===== src/rtl/bld_pkg.sv =====
package bld_pkg;
  typedef enum logic [2:0] {
    ST_HDR_ADDR,
    ST_HDR_CNT,
    ST_DATA_RD,
    ST_WRITE,
    ST_DONE
  } bld_state_e;
endpackage


===== src/rtl/bld_rst_sync.sv =====
module bld_rst_sync (
  input  logic clk,
  input  logic rst_n,
  output logic srst_n
);
  logic [1:0] sync_q;

  always_ff @(posedge clk or negedge rst_n) begin
    if (!rst_n) sync_q <= 2'b00;
    else        sync_q <= {sync_q[0], 1'b1};
  end

  assign srst_n = sync_q[1];
endmodule


===== src/rtl/bld_ctrl.sv =====
module bld_ctrl
  import bld_pkg::*;
(
  input  logic clk,
  input  logic rst_n,
  input  logic fl_ack,
  input  logic rdata_ones,
  input  logic cnt_zero,
  input  logic last_word,
  input  logic bus_gnt,
  input  logic bus_ready,
  output logic fl_rd,
  output logic fl_adv,
  output logic ld_dst,
  output logic ld_cnt,
  output logic ld_data,
  output logic wr_done,
  output logic bus_wr,
  output logic done,
  output logic err
);
  bld_state_e state_q, state_d;
  logic       first_q, first_d;
  logic       err_q, err_d;

  // next-state logic
  always_comb begin
    state_d = state_q;
    first_d = first_q;
    err_d   = err_q;
    ld_dst  = 1'b0;
    ld_cnt  = 1'b0;
    ld_data = 1'b0;
    wr_done = 1'b0;
    unique case (state_q)
      ST_HDR_ADDR: if (fl_ack) begin
        first_d = 1'b0;
        if (first_q && rdata_ones) begin
          state_d = ST_DONE;
          err_d   = 1'b1;
        end else begin
          ld_dst  = 1'b1;
          state_d = ST_HDR_CNT;
        end
      end
      ST_HDR_CNT: if (fl_ack) begin
        if (cnt_zero) begin
          state_d = ST_DONE;
        end else begin
          ld_cnt  = 1'b1;
          state_d = ST_DATA_RD;
        end
      end
      ST_DATA_RD: if (fl_ack) begin
        ld_data = 1'b1;
        state_d = ST_WRITE;
      end
      ST_WRITE: if (bus_gnt && bus_ready) begin
        wr_done = 1'b1;
        state_d = last_word ? ST_HDR_ADDR : ST_DATA_RD;
      end
      ST_DONE: state_d = ST_DONE;
      default: state_d = ST_DONE;
    endcase
  end

  // registers
  always_ff @(posedge clk or negedge rst_n) begin
    if (!rst_n) begin
      state_q <= ST_HDR_ADDR;
      first_q <= 1'b1;
      err_q   <= 1'b0;
    end else begin
      state_q <= state_d;
      first_q <= first_d;
      err_q   <= err_d;
    end
  end

  assign fl_rd  = (state_q == ST_HDR_ADDR) || (state_q == ST_HDR_CNT) ||
                  (state_q == ST_DATA_RD);
  assign fl_adv = fl_rd && fl_ack;
  assign bus_wr = (state_q == ST_WRITE);
  assign done   = (state_q == ST_DONE);
  assign err    = err_q;

  // once done, the loader stays done
  a_r7_done_sticky: assert property (@(posedge clk) disable iff (!rst_n)
    done |=> done);
  // nothing is issued after done
  a_r7_quiet_after_done: assert property (@(posedge clk) disable iff (!rst_n)
    done |-> (!fl_rd && !bus_wr));
  // a pending write without both grant and ready stays pending
  a_r4_write_held: assert property (@(posedge clk) disable iff (!rst_n)
    (bus_wr && !(bus_gnt && bus_ready)) |=> bus_wr);
  // the error flag only rises together with the end of loading
  a_r8_err_ends_load: assert property (@(posedge clk) disable iff (!rst_n)
    $rose(err) |-> done);
endmodule


===== src/rtl/bld_dpath.sv =====
module bld_dpath #(
  parameter int ADDR_W = 32,
  parameter int DATA_W = 32,
  parameter int CNT_W  = 16,
  parameter int FL_AW  = 16
) (
  input  logic              clk,
  input  logic              rst_n,
  input  logic [DATA_W-1:0] fl_rdata,
  input  logic              fl_adv,
  input  logic              ld_dst,
  input  logic              ld_cnt,
  input  logic              ld_data,
  input  logic              wr_done,
  output logic [FL_AW-1:0]  fl_addr,
  output logic [ADDR_W-1:0] bus_addr,
  output logic [DATA_W-1:0] bus_wdata,
  output logic              rdata_ones,
  output logic              cnt_zero,
  output logic              last_word
);
  localparam int STRIDE = DATA_W / 8;

  logic [FL_AW-1:0]  fl_ptr_q, fl_ptr_d;
  logic [ADDR_W-1:0] dst_q, dst_d;
  logic [CNT_W-1:0]  rem_q, rem_d;
  logic [DATA_W-1:0] data_q;
  logic              dst_en, rem_en;

  // next-state logic
  always_comb begin
    fl_ptr_d = fl_ptr_q + FL_AW'(1);
    dst_en   = ld_dst || wr_done;
    dst_d    = ld_dst ? fl_rdata[ADDR_W-1:0] : dst_q + ADDR_W'(STRIDE);
    rem_en   = ld_cnt || wr_done;
    rem_d    = ld_cnt ? fl_rdata[CNT_W-1:0] : rem_q - CNT_W'(1);
  end

  // registers with explicit enables
  always_ff @(posedge clk or negedge rst_n) begin
    if (!rst_n) begin
      fl_ptr_q <= '0;
      dst_q    <= '0;
      rem_q    <= '0;
      data_q   <= '0;
    end else begin
      if (fl_adv)  fl_ptr_q <= fl_ptr_d;
      if (dst_en)  dst_q    <= dst_d;
      if (rem_en)  rem_q    <= rem_d;
      if (ld_data) data_q   <= fl_rdata;
    end
  end

  assign fl_addr    = fl_ptr_q;
  assign bus_addr   = dst_q;
  assign bus_wdata  = data_q;
  assign rdata_ones = &fl_rdata;
  assign cnt_zero   = (fl_rdata[CNT_W-1:0] == '0);
  assign last_word  = (rem_q == CNT_W'(1));

  // each completed write moves the destination by one word
  a_r2_addr_step: assert property (@(posedge clk) disable iff (!rst_n)
    wr_done |=> (bus_addr == $past(bus_addr) + ADDR_W'(STRIDE)));
  // each accepted flash word moves the flash pointer by one
  a_r2_flash_step: assert property (@(posedge clk) disable iff (!rst_n)
    fl_adv |=> (fl_addr == $past(fl_addr) + FL_AW'(1)));
  // write data does not change while a write is pending
  a_r4_data_stable: assert property (@(posedge clk) disable iff (!rst_n)
    !ld_data |=> $stable(bus_wdata));
endmodule


===== src/rtl/boot_loader.sv =====
module boot_loader #(
  parameter int ADDR_W = 32,
  parameter int DATA_W = 32,
  parameter int CNT_W  = 16,
  parameter int FL_AW  = 16
) (
  input  logic              clk,
  input  logic              rst_n,
  output logic              fl_rd,
  output logic [FL_AW-1:0]  fl_addr,
  input  logic              fl_ack,
  input  logic [DATA_W-1:0] fl_rdata,
  output logic              bus_req,
  input  logic              bus_gnt,
  output logic              bus_wr,
  output logic [ADDR_W-1:0] bus_addr,
  output logic [DATA_W-1:0] bus_wdata,
  input  logic              bus_ready,
  output logic              core_rst_n,
  output logic              load_done,
  output logic              load_err
);
  logic srst_n;
  logic fl_adv, ld_dst, ld_cnt, ld_data, wr_done;
  logic rdata_ones, cnt_zero, last_word;
  logic done, err;

  bld_rst_sync i_rst_sync (
    .clk    (clk),
    .rst_n  (rst_n),
    .srst_n (srst_n)
  );

  bld_ctrl i_ctrl (
    .clk        (clk),
    .rst_n      (srst_n),
    .fl_ack     (fl_ack),
    .rdata_ones (rdata_ones),
    .cnt_zero   (cnt_zero),
    .last_word  (last_word),
    .bus_gnt    (bus_gnt),
    .bus_ready  (bus_ready),
    .fl_rd      (fl_rd),
    .fl_adv     (fl_adv),
    .ld_dst     (ld_dst),
    .ld_cnt     (ld_cnt),
    .ld_data    (ld_data),
    .wr_done    (wr_done),
    .bus_wr     (bus_wr),
    .done       (done),
    .err        (err)
  );

  bld_dpath #(
    .ADDR_W (ADDR_W),
    .DATA_W (DATA_W),
    .CNT_W  (CNT_W),
    .FL_AW  (FL_AW)
  ) i_dpath (
    .clk        (clk),
    .rst_n      (srst_n),
    .fl_rdata   (fl_rdata),
    .fl_adv     (fl_adv),
    .ld_dst     (ld_dst),
    .ld_cnt     (ld_cnt),
    .ld_data    (ld_data),
    .wr_done    (wr_done),
    .fl_addr    (fl_addr),
    .bus_addr   (bus_addr),
    .bus_wdata  (bus_wdata),
    .rdata_ones (rdata_ones),
    .cnt_zero   (cnt_zero),
    .last_word  (last_word)
  );

  assign bus_req    = !done;
  assign load_done  = done;
  assign load_err   = err;
  assign core_rst_n = done && !err;

  // the core is never released before loading ends
  a_r6_core_held: assert property (@(posedge clk) disable iff (!srst_n)
    !load_done |-> !core_rst_n);
  // a blank flash keeps the core in reset
  a_r8_blank_holds_core: assert property (@(posedge clk) disable iff (!srst_n)
    load_err |-> !core_rst_n);
  // the bus request only drops when loading ends
  a_r5_req_until_done: assert property (@(posedge clk) disable iff (!srst_n)
    $fell(bus_req) |-> load_done);
endmodule


===== config.mk =====
export PLATFORM = sky130hd
export DESIGN_NAME = boot_loader
export DESIGN_NICKNAME = d
export VERILOG_FILES = /design/src/rtl/bld_pkg.sv /design/src/rtl/bld_rst_sync.sv /design/src/rtl/bld_ctrl.sv /design/src/rtl/bld_dpath.sv /design/src/rtl/boot_loader.sv
export SDC_FILE = /design/constraint.sdc
export NUM_CORES = 1
export LEC_CHECK = 0
export BUFFER_PORTS_ARGS = -buffer_cell sky130_fd_sc_hd__buf_2
export CORE_MARGIN = 10
export CORE_UTILIZATION = 54
export DETAILED_ROUTE_END_ITERATION = 12
export GPL_ROUTABILITY_DRIVEN = 0
export PLACE_DENSITY = 0.86
export SLEW_MARGIN = 15
export SYNTH_ARGS = -nofsm -noshare
export SYNTH_HDL_FRONTEND = slang
export SYNTH_SLANG_ARGS = --single-unit

===== constraint.sdc =====
create_clock -name clk -period 4.3 [get_ports clk]
set_input_delay 0.86 -clock clk [delete_from_list [all_inputs] [get_ports clk]]
set_output_delay 0.86 -clock clk [all_outputs]
set_load 0.005 [all_outputs]

# Yosys cells after proc, flatten, opt, wreduce, memory -nomap -nowiden
# Index checks and enable logic that the tools add are counted.
[word_totals]
register_bits = 103
output_inout_bits = 86
wordCells = 56
[classes]
addsub = 3
eq_ne = 9
n_mux = 20
reduce_logical = 16
[op_table]
columns = ["operator", "n"]
rows = [
  ["adder 32 x 3 -> 32 bit (second input constant)", 1],
  ["2-to-1 mux 32 bit", 1],
  ["AND reduction 32 bit", 1],
  ["2-to-1 mux 3 bit", 6],
  ["adder 16 x 1 -> 16 bit (second input constant)", 1],
  ["== test 16 x 1 -> 1 bit (second input constant)", 1],
  ["logical NOT 16 bit", 1],
  ["2-to-1 mux 16 bit", 1],
  ["subtractor 16 x 1 -> 16 bit (second input constant)", 1],
  ["case mux 3 bit (4 select lines)", 1],
  ["2-to-1 mux 1 bit", 10],
  ["== test 3 x 2 -> 1 bit (second input constant)", 2],
  ["!= test 2 bit (second input constant)", 3],
  ["logical AND 1 bit", 4],
  ["logical OR 1 bit", 4],
  ["AND reduction 4 bit", 1],
  ["== test 3 x 1 -> 1 bit (second input constant)", 1],
  ["== test 3 bit (second input constant)", 1],
  ["logical NOT 3 bit", 1],
  ["AND reduction 3 bit", 1],
  ["logical NOT 1 bit", 2],
  ["2-to-1 mux 2 bit", 1],
  ["!= test 2 x 1 -> 1 bit (second input constant)", 1],
  ["AND reduction 2 bit", 1],
]

# Logic depth before layout (Yosys ltp)
[depth]
ltp_word = 6
mapped_depth = 8

# Modules after synthesis
# A second synthesis with hierarchy kept.
[unflattened]
cells_unflattened = 479
area_unflattened_um2 = 5049.8
[modules_own_cells]
columns = ["module", "instances", "cells_per_inst", "area_per_inst_um2"]
rows = [
  ["bld_dpath", 1, 441, 4664.5],
  ["bld_ctrl", 1, 33, 314.1],
  ["bld_rst_sync", 1, 3, 53.8],
  ["boot_loader", 1, 2, 17.5],
]

# Worst setup path after synthesis
# OpenSTA, ideal clock, no wires.
[synth_path]
kind = "input-to-reg"
start = "input port fl_rdata[24]"
end = "register i_dpath.dst_q[0], in the netlist i_dpath.bus_addr[0]"
setup_time_ns = 0.125
arrival_time_ns = 2.158
required_time_ns = 4.175
slack_ns = 2.018
stages = 6
path_cell_list = "nand4_1 > nor4_2 > nand4_2 > nand2_2 > buf_6 > mux2_2"
[synth_via]
elab_chain_cells = 6
[synth_lines]
columns = ["element", "line_no", "source"]
rows = [
  ["from (decl)", "boot_loader.sv:12", "input logic [DATA_W-1:0] fl_rdata,"],
  ["AND reduction 32 bit (*)", "bld_dpath.sv:57", "assign rdata_ones = &fl_rdata;"],
  ["logical AND 1 bit (*)", "bld_ctrl.sv:38", "if (first_q && rdata_ones) begin"],
  ["2-to-1 mux 1 bit (*)", "bld_ctrl.sv:38", ""],
  ["2-to-1 mux 1 bit (*)", "bld_ctrl.sv:36", "ST_HDR_ADDR: if (fl_ack) begin"],
  ["2-to-1 mux 1 bit (*)", "bld_ctrl.sv:35", "unique case (state_q)"],
  ["2-to-1 mux 32 bit or logical OR 1 bit (tied branches)", "bld_dpath.sv:34, bld_dpath.sv:33", ""],
  ["to (signal assigned)", "bld_dpath.sv:48", "if (dst_en) dst_q <= dst_d;"],
  ["to (decl)", "bld_dpath.sv:25", "logic [ADDR_W-1:0] dst_q, dst_d;"],
]
# Mark *: on every way between the ends. The rest lies on a longest branch, timed or not.
# A chain may end at the register's enable or synchronous reset.

# Worst setup path in the final report
[layout_path]
start = "input port fl_rdata[24]"
end = "register i_dpath.dst_q[29], in the netlist i_dpath.bus_addr[29]"
# Same word-level chain as after synthesis.

==> results.toml <==
[status]
status = "finished clean"

[cts]
clock_latency_ns = 0.38
clock_sinks = 103
h-tree-depth = 3
cts.clk_slew.worst_paths_ns = 0.10
cts_buffers = 9
postCtsHoldBufs = 0
ctsLongestPathBuffers = 2
cts_tree = "done"
ctsResizeCount = 0
ctsRootBufferMaster = "clkbuf_8"
cts_setup_buffers = 0

[timing]
final.setup_skew_ns = 0.0126
tightestPinTransition_ns = 0.968
slew-limit-headroom_pct = 35.3
min_period_ns = 2.52
rsz0062_at_grt = "false"
setup_viol = 0
slew_violations = 0
fmax_mhz = 396
fin_setup_tns_ns = 0
fin_crit_sh_pct = 58.7
hold_viol = 0

[worst_setup_path]
cpPeakStageDelay_ns = 0.49
arrival_ns = 2.79
worstSetupEndpointType = "register"
crit_family = "simple AND/OR/NAND/NOR gates"
cp_slowest_cell = "nand2_2"
cp-start-kind = "input pin"
critical_path_class = "input pin to register"
worst-path-buf-inv = 1
path_max_fanout = 18
cp_cell_sequence = "buf_2 > nand4_1 > nor4_2 > nand4_2 > nand2_2 > mux2_2"
required_ns = 4.56

[floorplanning]
die_area_um2 = 14100
core_um2 = 9370
fp.dieH_um = 119
start_util_pct = 56.1
num_io_pins = 123
fp-row-count = 35
die_x_um = 119

[cells_and_area]
layout_commonest_cell = "buf_2"
areaGrowthSynthToFinish_pct = 17.0
drive_gt1_share_pct = 33.6
antennaDiodeCount = 0
fin_nets = 655
fillCellCount = 749
final_cell_mix = "122 x buf_2, 101 x dfrtp_1, 47 x mux2_2, 43 x nand2_1, 35 x nand3_1"

[synth]
syn_inst = 496
synth_edf_count = 0
synth_area_um2 = 5250
syn_nets = 537
synthFlopType = "dfrtp_1"
post_synth_num_cell_types = 57
async_flop_share_pct = 100
synth.yosys.seq_area_share_pct = 49.1
synth.yosys.warnings = 0
avgSynthCellArea_um2 = 10.6
ys_seq_elements = 103

[grt]
grt_first_pass_wirelength_um = 24700
grt.overflow.total = 0
grt_pass1_vias = 4547
grt_start_max_net_pins = 70
antenna_found_initial = 0
grt_usage_pct = 21.2

[routing]
route.antenna.remaining_nets = 0
drt-pass1-iter-count = 6
wl_um = 15100
drc = 0
dr.first_iter.drc_count = 540
wl_per_cell_um = 20.1
vias_per_cell = 6.12
via_count = 4579

[run]
cap_violations = 0

[placed_design]
port_buffers = 122
hpwlAfterDp_um = 11100

[power_and_ir_drop]
p_per_area_nw_per_um2 = 644
total_power_mw = 3.96
vdd_drop_max_uv = 367
leakage_nw = 2.78

[min_path]
hp-class = "input pin to async pin"
## state kept, by name (all words and copies together) (netlist names)
register and cells:
i_ctrl.first_q 1, i_ctrl.state_q 3, i_ctrl.err 1, i_rst_sync.sync_q 2, i_dpath.bus_wdata 32, i_dpath.fl_addr 16, i_dpath.rem_q 16, i_dpath.bus_addr 32
## area by class of cell
type | count | area, um2 | area share, %
inverters | 13 | 48.8 | 0.794
well taps | 129 | 161 | 2.63
clock inverters | 7 | 77.6 | 1.26
repair buffers | 125 | 633 | 10.3
multi-input cells | 362 | 2520 | 41.0
flip-flops and latches | 103 | 2580 | 42.0
clock buffers | 9 | 124 | 2.02
## kinds of logic after synthesis
group           synth area share (%)
xor+xnor                        5.83
other cells                   0.0714
compound gates                  8.81
fa+ha+maj                      0.953
simple gates                    21.7
mux                             10.5
buf+inv                         3.12
flops                           49.1
## power breakdown
part / total, mW / internal [mW] / switching, mW
logic: 1.50 / 0.757 / 0.740
clock network: 0.631 / 0.276 / 0.356
registers: 1.83 / 1.38 / 0.450
total: 3.96 / 2.41 / 1.55
## per-stage QoR
step                      utilization, %  cells  setup slack [ns]  instance area (um2)  hold slack, ns
after floorplan                        -    496              1.22                 5250           0.331
after global placement              63.4    732              1.47                 5950           0.344
after detailed placement            63.4    732              1.43                 5950           0.339
after CTS                           65.6    748              1.81                 6150           0.242
after global routing                65.6    748              1.59                 6150           0.228
final                               65.6    748              1.78                 6150           0.246
## final timing paths
kind / startpoint / endpoint / slack (ns) / cells past startpoint
worst min-delay path: rst_n / i_rst_sync.sync_q[1]$_DFF_PN0_ / 0.25 / 1
worst max register to register: i_ctrl.first_q$_DFFE_PN1P_ / i_dpath.bus_addr[29]$_DFFE_PN0P_ / 1.87 / 5
min in group clk: i_rst_sync.sync_q[0]$_DFF_PN0_ / i_rst_sync.sync_q[1]$_DFF_PN0_ / 0.36 / 0
max in group asynchronous: i_rst_sync.sync_q[1]$_DFF_PN0_ / i_dpath.fl_addr[7]$_DFFE_PN0P_ / 2.86 / 1
worst max-delay path: fl_rdata[24] / i_dpath.bus_addr[29]$_DFFE_PN0P_ / 1.78 / 6
worst min register to register: i_rst_sync.sync_q[0]$_DFF_PN0_ / i_rst_sync.sync_q[1]$_DFF_PN0_ / 0.36 / 0
## per-layer routing
layer | global-route usage (%) | vias to the layer above | wire, um
met5 | 0 | - | 0
met4 | 6.03 | 0 | 334
met3 | 6.24 | 38 | 1440
met2 | 33.3 | 254 | 7080
met1 | 27.8 | 2220 | 6200
li1 | - | 2067 | -
## synthesized netlist by cell type (13+ instances only)
cell type / instances / area share, %
xnor2_1: 19 / 3.2
nor3_1: 19 / 1.8
mux2_2: 47 / 10
a21oi_1: 16 / 1.5
nand2_1: 43 / 3.1
nor2_1: 29 / 2.1
o211ai_1: 13 / 1.9
nand4_1: 27 / 3.2
o21ai_0: 16 / 1.5
xor2_1: 16 / 2.7
dfrtp_1: 102 / 49
nand3_1: 35 / 3.3
## worst reg2reg max path, stage by stage (launching register included)
cell,delay (ns)
dfstp_2,0.54
nand4_1,0.10
nor4_2,0.35
nand4_2,0.45
nand2_2,0.49
mux2_2,0.40
(Power assumes the default switching activity.)
